**src/rtl/pixrow_zs.sv**
```systemverilog
module pixrow_zs #(
  parameter int NCOL      = 1152,
  parameter int BANK_W    = 64,
  parameter int BANK_CAP  = 6,
  parameter int ROW_CAP   = 9,
  parameter int FRAME_CAP = 570,
  parameter int RUN_MAX   = 4,
  parameter int COL_AW    = 11,
  parameter int ROW_AW    = 10,
  parameter int CNT_W     = 4,
  localparam int LF_W     = $clog2(RUN_MAX),
  localparam int SW       = LF_W + COL_AW,
  localparam int HW       = 1 + CNT_W + ROW_AW,
  localparam int WORD_W   = 1 + ((SW > HW) ? SW : HW)
) (
  input  logic              clk,
  input  logic              rst_n,
  input  logic              frame_start,
  input  logic              row_valid,
  output logic              row_ready,
  input  logic [ROW_AW-1:0] row_addr,
  input  logic [NCOL-1:0]   row_bits,
  output logic              out_valid,
  input  logic              out_ready,
  output logic [WORD_W-1:0] out_word,
  output logic              frame_ovf
);
  localparam int PTR_W  = $clog2(NCOL);
  localparam int BCOL_W = $clog2(BANK_W);
  localparam int BC_W   = $clog2(BANK_CAP + 1);
  localparam int RC_W   = $clog2(ROW_CAP + 1);
  localparam int FC_W   = $clog2(FRAME_CAP + 1);
  localparam int LEN_W  = $clog2(RUN_MAX + 1);

  typedef enum logic [1:0] {IDLE, SCAN, SEND} st_t;
  st_t st;

  logic [NCOL-1:0]   bits_q;
  logic [ROW_AW-1:0] addr_q;
  logic              anyhit_q;
  logic [PTR_W-1:0]  ptr;
  logic [BCOL_W-1:0] bcol;
  logic [LEN_W-1:0]  run_len;
  logic [COL_AW-1:0] run_start;
  logic [BC_W-1:0]   bcnt;
  logic [RC_W-1:0]   rcnt;
  logic [RC_W-1:0]   idx;
  logic [FC_W-1:0]   fcnt;
  logic              rovf;
  logic [SW-1:0]     sbuf [ROW_CAP];

  logic              hit, last_b, last_c, close_hit, close_gap, emit, store;
  logic              full_b, full_r, full_f;
  logic [LEN_W-1:0]  new_len, e_len;
  logic [COL_AW-1:0] e_start;

  assign hit       = bits_q[ptr];
  assign last_b    = bcol == BCOL_W'(BANK_W - 1);
  assign last_c    = ptr == PTR_W'(NCOL - 1);
  assign new_len   = run_len + 1'b1;
  assign close_hit = hit && (new_len == LEN_W'(RUN_MAX) || last_b);
  assign close_gap = !hit && run_len != '0;
  assign emit      = (st == SCAN) && (close_hit || close_gap);
  assign e_start   = (hit && run_len == '0) ? COL_AW'(ptr) : run_start;
  assign e_len     = hit ? new_len : run_len;
  assign full_b    = bcnt >= BC_W'(BANK_CAP);
  assign full_r    = rcnt >= RC_W'(ROW_CAP);
  assign full_f    = fcnt >= FC_W'(FRAME_CAP);
  assign store     = emit && !full_b && !full_r && !full_f;

  assign row_ready = st == IDLE;
  assign out_valid = st == SEND;

  always_comb begin
    out_word = '0;
    if (idx == '0) begin
      out_word[WORD_W-1]          = 1'b1;
      out_word[ROW_AW-1:0]        = addr_q;
      out_word[ROW_AW +: CNT_W]   = CNT_W'(rcnt);
      out_word[ROW_AW + CNT_W]    = rovf;
    end else begin
      out_word[SW-1:0] = sbuf[RC_W'(idx - 1'b1)];
    end
  end

  always_ff @(posedge clk) begin
    if (store) sbuf[rcnt] <= {LF_W'(e_len - 1'b1), e_start};
  end

  always_ff @(posedge clk or negedge rst_n) begin
    if (!rst_n) begin
      fcnt      <= '0;
      frame_ovf <= 1'b0;
    end else if (frame_start) begin
      fcnt      <= '0;
      frame_ovf <= 1'b0;
    end else begin
      if (store) fcnt <= fcnt + 1'b1;
      if (emit && full_f) frame_ovf <= 1'b1;
    end
  end

  always_ff @(posedge clk or negedge rst_n) begin
    if (!rst_n) begin
      st        <= IDLE;
      bits_q    <= '0;
      addr_q    <= '0;
      anyhit_q  <= 1'b0;
      ptr       <= '0;
      bcol      <= '0;
      run_len   <= '0;
      run_start <= '0;
      bcnt      <= '0;
      rcnt      <= '0;
      idx       <= '0;
      rovf      <= 1'b0;
    end else begin
      case (st)
        IDLE: if (row_valid) begin
          bits_q   <= row_bits;
          addr_q   <= row_addr;
          anyhit_q <= |row_bits;
          ptr      <= '0;
          bcol     <= '0;
          run_len  <= '0;
          bcnt     <= '0;
          rcnt     <= '0;
          idx      <= '0;
          rovf     <= 1'b0;
          st       <= SCAN;
        end
        SCAN: begin
          ptr  <= ptr + 1'b1;
          bcol <= last_b ? '0 : bcol + 1'b1;
          if (close_hit) run_len <= '0;
          else if (hit) begin
            run_len <= new_len;
            if (run_len == '0) run_start <= COL_AW'(ptr);
          end else run_len <= '0;
          bcnt <= last_b ? '0 : bcnt + BC_W'(store);
          rcnt <= rcnt + RC_W'(store);
          if (emit && (full_b || full_r)) rovf <= 1'b1;
          if (last_c) st <= anyhit_q ? SEND : IDLE;
        end
        SEND: if (out_ready) begin
          if (idx == rcnt) st <= IDLE;
          else idx <= idx + 1'b1;
        end
        default: st <= IDLE;
      endcase
    end
  end
endmodule

```
**config.mk**
```make
export PLATFORM = sky130hd
export DESIGN_NAME = pixrow_zs
export DESIGN_NICKNAME = d
export VERILOG_FILES = /design/src/rtl/pixrow_zs.sv
export SDC_FILE = /design/constraint.sdc
export NUM_CORES = 2
export LEC_CHECK = 0
export BUFFER_PORTS_ARGS = -buffer_cell sky130_fd_sc_hd__buf_4
export CAP_MARGIN = 20
export CORE_AREA = 2 2 462 464
export CTS_CLUSTER_SIZE = 20
export DETAILED_ROUTE_END_ITERATION = 16
export DIE_AREA = 0 0 464 466
export GPL_TIMING_DRIVEN = 0
export PLACE_DENSITY = 0.57
export REMOVE_ABC_BUFFERS = 1
export SLEW_MARGIN = 20
export SYNTH_ARGS = -nofsm -noshare
export SYNTH_HDL_FRONTEND = slang
export SYNTH_SLANG_ARGS = --single-unit
```
**constraint.sdc**
```tcl
create_clock -name clk -period 5 [get_ports clk]
set_clock_uncertainty 0.2 [all_clocks]
set_input_delay 0.5 -clock clk [delete_from_list [all_inputs] [get_ports clk]]
set_output_delay 0.5 -clock clk [all_outputs]
set_load 0.1 [all_outputs]
```
* Word level (Yosys, flattened, before mapping)
Memory sizes are Yosys's and may differ from the RTL's. Cells that the tools add are included.
Word-level totals: word-level logic and storage cells 109, bits in registers 1219, input bits 1167, memories 1, RAM bits 117, output and inout bits 19
Memories:
- sbuf | words 9, width 13, rd ports 1, clocked after memory_dff 0, wr ports 1, RTL line 50 | logic [SW-1:0] sbuf [ROW_CAP];
Operators by class: bitwise operators 1, multiplexer cells 37, eq/ne operators 12, reductions and logical operators 31, order comparisons 4, add/sub/neg operators 9
Operator list (number):
- $reduce_or 1152->1 | 1
- $mux 11 | 2
- $pmux 11 s2 | 1
- $mux 10 | 2
- $pmux 4 s2 | 2
- $mux 3 | 5
- $mux 13 | 1
- $lt 11x12->1 const B | 1
- $mux 2 | 6
- $mux 4 | 3
- $mux 6 | 2
- $pmux 3 s2 | 2
- $pmux 6 s2 | 1
- $reduce_and 4->1 | 3
- $add 11x1->11 const B | 1
- $bmux 1 s11 | 1
- $eq 11x11->1 const B | 1
- $add 10x1->10 const B | 1
- $ge 10x10->1 const B | 1
- $logic_and 1x1->1 | 9
- $reduce_bool 2->1 | 4
- $mux 1 | 7
- $add 6x1->6 const B | 1
- $eq 6x6->1 const B | 1
- other kinds (25) | 35

* Longest topological paths before layout
depth after elaboration 12, mapped depth 23

* Worst setup path after synthesis
OpenSTA, ideal clock, no wires.
path kind register to output, start register idx[0], end output out_word[10], cell stages (with the launch flop) 12, slack -0.730 ns, arrival 5.030 ns, buffers on the path 4, cell sequence dfrtp_1 buf_1 buf_1 inv_1 ha_1 buf_1 clkbuf_1 mux4_2 mux2i_1 nand2_1 o21ai_0 o21ai_0
Between the ends: longest elaborated chain between the ends 3, elaborated cells between the ends (all ways) 4, those cells by class add/sub (1); mux (1); reduce/logical (1); memory (1)
Ends and longest elaborated chain:
- start: declaration | RTL line 47 | logic [RC_W-1:0] idx;
- start signal: assignment | RTL line 147 | else idx <= idx + 1'b1;
- $sub 4x1->4 | RTL line 82 | out_word[SW-1:0] = sbuf[RC_W'(idx - 1'b1)];
- $mem_v2 9x13
- $mux 13 (*) | RTL line 76 | if (idx == '0) begin
- end: declaration | RTL line 25 | output logic [WORD_W-1:0] out_word,
Every way passes the cells marked *; elsewhere a longest branch is shown, timed or not.

* Worst setup path in the final report
start register ptr[0], end register bcnt[1]
Between the ends: longest elaborated chain between the ends 12, elaborated cells between the ends (all ways) 13, those cells by class add/sub (1); mux (4); reduce/logical (8)
Ends and longest elaborated chain:
- start: declaration | RTL line 41 | logic [PTR_W-1:0] ptr;
- start signal: assignment | RTL line 133 | ptr <= ptr + 1'b1;
- $bmux 1 s11 (*) | RTL line 57 | assign hit = bits_q[ptr];
- $mux 1 (implied by the code) (*) | RTL line 57
- $logic_not 1->1 | RTL line 62 | assign close_gap = !hit && run_len != '0;
- $logic_and 1x1->1 | RTL line 62
- $logic_or 1x1->1 (*) | RTL line 63 | assign emit = (st == SCAN) && (close_hit || close_gap);
- $logic_and 1x1->1 (*) | RTL line 63
- $logic_and 1x1->1 (*) (3 in a row) | RTL line 69 | assign store = emit && !full_b && !full_r && !full_f;
- $add 3x1->3 (*) | RTL line 140 | bcnt <= last_b ? '0 : bcnt + BC_W'(store);
- $mux 3 (*) | RTL line 140
- $pmux 3 s2 (*) | RTL line 118 | case (st)
- end signal: assignment | RTL line 140
- end: declaration | RTL line 45 | logic [BC_W-1:0] bcnt;
Every way passes the cells marked *; elsewhere a longest branch is shown, timed or not. The select of a mux whose other input is x is not followed. A chain may end at the register's enable or synchronous reset.

==> results.md <==
- Fillers: 19612
- Critical-path top delay cell: nand4_1
- CP required: 5.50 ns
- Slew HR: 0.159
- Row cnt: between 150 and 200
- Tmin final: 5.20 ns
- Status: finished with violations
- CTS H-tree depth: 4
- Crit path from: ptr[0]$_DFFE_PN0P_
- GPL Wtd Cong: about 0.97
- Logic gate share of total power: 0.383
- Switching power: between 15 and 20 mW
- Vias: 61143
- Clock Sinks: ~1300
- Part of the Yosys area used for sequential elements: 0.541
- Register bit total from synthesis: approximately 1300
- Failing checks: setup timing
- Crit path buf inv count: 5
- WHS Endpoint: bits_q[936]$_DFFE_PN0P_
- Crit-path max cell delay: about 0.73 ns
- Pre-Repair DR Iteration Count: 8
- ANT nets after route: 0
- Worst min path class: input pin to register
- VDD IR-drop max: 0.000358 V
- Starting Density: 0.298
- DRC Markers: 0
- Avg WL per Cell: 25.6 um
- Synth cell types: 73
- Post-synth ARST share: 0.912
- Pwr Total: 46.3 mW
- Hold Vio Cnt, Final: 0
- Fmax: around 190 MHz
- Sequential power share: 0.360
- Core area: 211000 um2
- Clk buf depth: 3
- Die Wd: 464 um
- Layout area overhead: 50.8%
- Layout cells sized above 1: 0.223
- DIE AREA: 216000 um2
- Mapped Area: 62800 um2
- HP Start: row_bits[936]
- Cell Pwr Density: 489 nW/um2
- Reg2Reg Depth: 18
- Int Pwr: 29.6 mW
- Final Cycle Share: 1.04
- CTS buffer count: 158
- Yosys top cell area share: 0.485
- I/O pins: around 1200
- Overflow after GRT: 0
- Avg Vias per Cell: 5.11
- Die height: 466 um
- Clock Pin Slew Worst Setup and Hold Paths: roughly 0.06 ns
- Worst path arrival time: 5.70 ns
- Worst Tran Pin Value: 1.25 ns
- CTS Root Cell: clkbuf_16
- Worst-Skew Late Latency: 0.83 ns
- CP cell instances: buf_16, buf_16, buf_6, buf_12, mux4_2, a22oi_1, nand4_1, a311oi_4, buf_6, nor2_1, a22oi_2, nor2_1, or2_4, mux2i_4, nor2_4, ha_4, ha_4, a22o_1
- CP Max Fanout: 10
- Port buffer count: 1185
- Synth warnings: 0
- Leak: between 40 and 50 nW
- Avg Inst Size Synth: 9.47 um2
- Setup ws final: -0.196 ns
- TritonCTS clock tree: yes
- Final Slew Violations: 0
- Largest net degree at the start of global routing: 141
- RSZ-0062 raised after global routing: yes
- Final setup fails: 250
- Reg2Reg Launch Point: ptr[0]$_DFFE_PN0P_
- Top cell type by total area after synthesis: dfrtp_1
- Dominant synthesized flop cell: dfrtp_1
- Delay-heaviest family, CP: simple AND/OR/NAND/NOR gates
- Number of flops mapped to enable cells by yosys: 117
- Post-DP HPWL: 223000 um
- Final core utilization: 0.449
- Capture point of the worst reg-to-reg path: bcnt[1]$_DFFE_PN0P_
- Nature of the critical path endpoint: register
- Gate Count Post-Synth: 6637
- Max Cap Violations: 0
- Synth top area cells: dfrtp_1, nand2_1, mux4_2, edfxtp_1, nor4_1
- R2R Setup Slk: -0.20 ns
- Initial antenna violation count: 95
- Number of global-route vias before repair: 62736
- WHS Path Cells: 3
- Crit Path Class: register to register
- First-pass GRT wire length: 436000 um
- Switching Fraction: 0.360
- Gr usage total: 0.276
- CP startpoint kind: register
- Fin nets: 10104
- DRT Wirelength: 306000 um
- Iteration-0 DRC Markers: 5365
- Clock network fraction of total power: 0.257
layout by cell type (no fill, tap or decap), drive strengths merged, types with 34 or more instances in the layout:
cell type / netlist / routed
clkbuf: 283 / 229
nor4: 306 / 306
a22oi: 45 / 45
nand3: 34 / 34
nand4: 88 / 88
o21ai: 62 / 62
edfxtp: 117 / 117
mux2: 40 / 41
nor2: 58 / 58
mux2i: 138 / 138
clkinv: 4 / 39
diode: 0 / 83
dlygate4sd3: 0 / 1165
dfrtp: 1219 / 1219
mux4: 278 / 278
buf: 115 / 1346
nand2: 3569 / 3569
worst max path at each step:
stage,to,depth (start not counted)
global placement,bits_q[936]$_DFFE_PN0P_,4
floorplan,run_len[0]$_DFFE_PN0P_,4
global route,bcnt[1]$_DFFE_PN0P_,18
detailed placement,sbuf[5][2]$_DFFE_PP_,15
finish,bcnt[1]$_DFFE_PN0P_,18
CTS,bcnt[2]$_DFFE_PN0P_,20
cell families (layout without fill, tap and decap cells):
group / count (synthesis) / count (layout) / share of synthesized area
AOI/OAI and AO/OA: 266 / 266 / 0.0300
xor gates and xnor gates: 10 / 10 / 0.00139
adders and majority gates: 14 / 14 / 0.00279
buffers and inverters: 418 / 2827 / 0.0288
DFF: 1336 / 1336 / 0.541
muxes: 456 / 457 / 0.129
other: 0 / 83 / 0
and+or+nand+nor: 4137 / 4140 / 0.267
layer usage:
metal | vias to the layer above | track usage | routed length (um)
met5 | - | 0 | 132
met1 | 30319 | 0.349 | 123000
met3 | 764 | 0.0577 | 23200
li1 | 27052 | - | -
met4 | 22 | 0.136 | 17000
met2 | 2986 | 0.448 | 143000
what timing repair did:
item / in CTS / in global routing
cloned: 9 / 4
buffers inserted: 47 / 2
gates resized for setup: 74 / 26
endpoints found under the hold margin: 1442 / 0
pin swaps: 26 / 14
hold buffers: 1165 / 0
endpoints found under the setup margin: 267 / 264
stage by stage:
step	instances	TNS, ns	hold WS (ns)	worst slack (ns)	instance area [um2]
2_1_floorplan	6239	-	0.00441	-19.79	61100
3_3_place_gp	10245	-	0.252	-37.94	73500
3_5_place_dp	10357	-753.33	0.248	-3.03	76300
4_1_cts	11865	-36.54	0.00279	-0.212	94300
5_1_grt	11926	-33.59	0.0225	-0.241	94700
6_report	11954	-26.85	0.0189	-0.196	94700
area by class of cell:
class                      count  area [um2]  share of cell area
sequential                  1336       34000               0.359
multi-input combinational   4887       27700               0.293
timing repair buffer        2520       23900               0.252
clock buffer                 226        4540              0.0480
tap                         2821        3530              0.0373
clock inverter                61         737             0.00778
antenna                       83         208             0.00219
inverter                      20        83.8            0.000885
worst reg2reg max path: stages (launching register included):
cell and delay (ns):
dfrtp_4 0.46, buf_16 0.12, buf_16 0.12, buf_6 0.18, buf_12 0.18, mux4_2 0.55
a22oi_1 0.20, nand4_1 0.73, a311oi_4 0.57, buf_6 0.21, nor2_1 0.07, a22oi_2 0.17
nor2_1 0.10, or2_4 0.34, mux2i_4 0.23, nor2_4 0.18, ha_4 0.16, ha_4 0.18
a22o_1 0.17
registers in the layout, indices dropped and copies added, names as in the netlist:
register and count:
sbuf 117, ptr 11, frame_ovf 1, rcnt 4, st 2, addr_q 10, idx 4, rovf 1
bcol 6, bcnt 3, anyhit_q 1, run_len 3, bits_q 1152, run_start 11, fcnt 10
power by group through the flow:
stage / sequential [mW] / clock (mW) / combinational (mW)
after floorplan: 16.5 / 0 / 9.93
after global placement: 17.3 / 0 / 14.6
after detailed placement: 16.9 / 0 / 15.6
after CTS: 16.6 / 12.1 / 17.6
after global routing: 17.0 / 12.6 / 19.1
final: 16.6 / 11.9 / 17.7
cells in the mapped netlist, types with 6 or more instances:
| cell | count |
|---|---|
| a211oi_1 | 9 |
| a22o_1 | 16 |
| ha_1 | 14 |
| dfrtp_1 | 1219 |
| buf_2 | 42 |
| edfxtp_1 | 117 |
| mux4_2 | 278 |
| o211ai_1 | 8 |
| a32o_1 | 6 |
| nor3_1 | 19 |
| nand3_1 | 34 |
| nor2b_1 | 16 |
| nand2b_1 | 8 |
| buf_6 | 18 |
| xnor2_1 | 6 |
| o22ai_1 | 9 |
| a221oi_1 | 15 |
| mux2i_1 | 138 |
| mux2_2 | 36 |
| inv_1 | 15 |
| nand2_1 | 3569 |
| buf_1 | 43 |
| and2_1 | 7 |
| o221ai_1 | 17 |
| a22oi_1 | 45 |
| a211o_1 | 7 |
| nor4_1 | 306 |
| nand4_1 | 88 |
| a21oi_1 | 29 |
| nor2_1 | 58 |
| o21ai_0 | 61 |
| buf_4 | 11 |
| and4_1 | 8 |
| clkbuf_1 | 283 |
(Power assumes the default switching activity.)
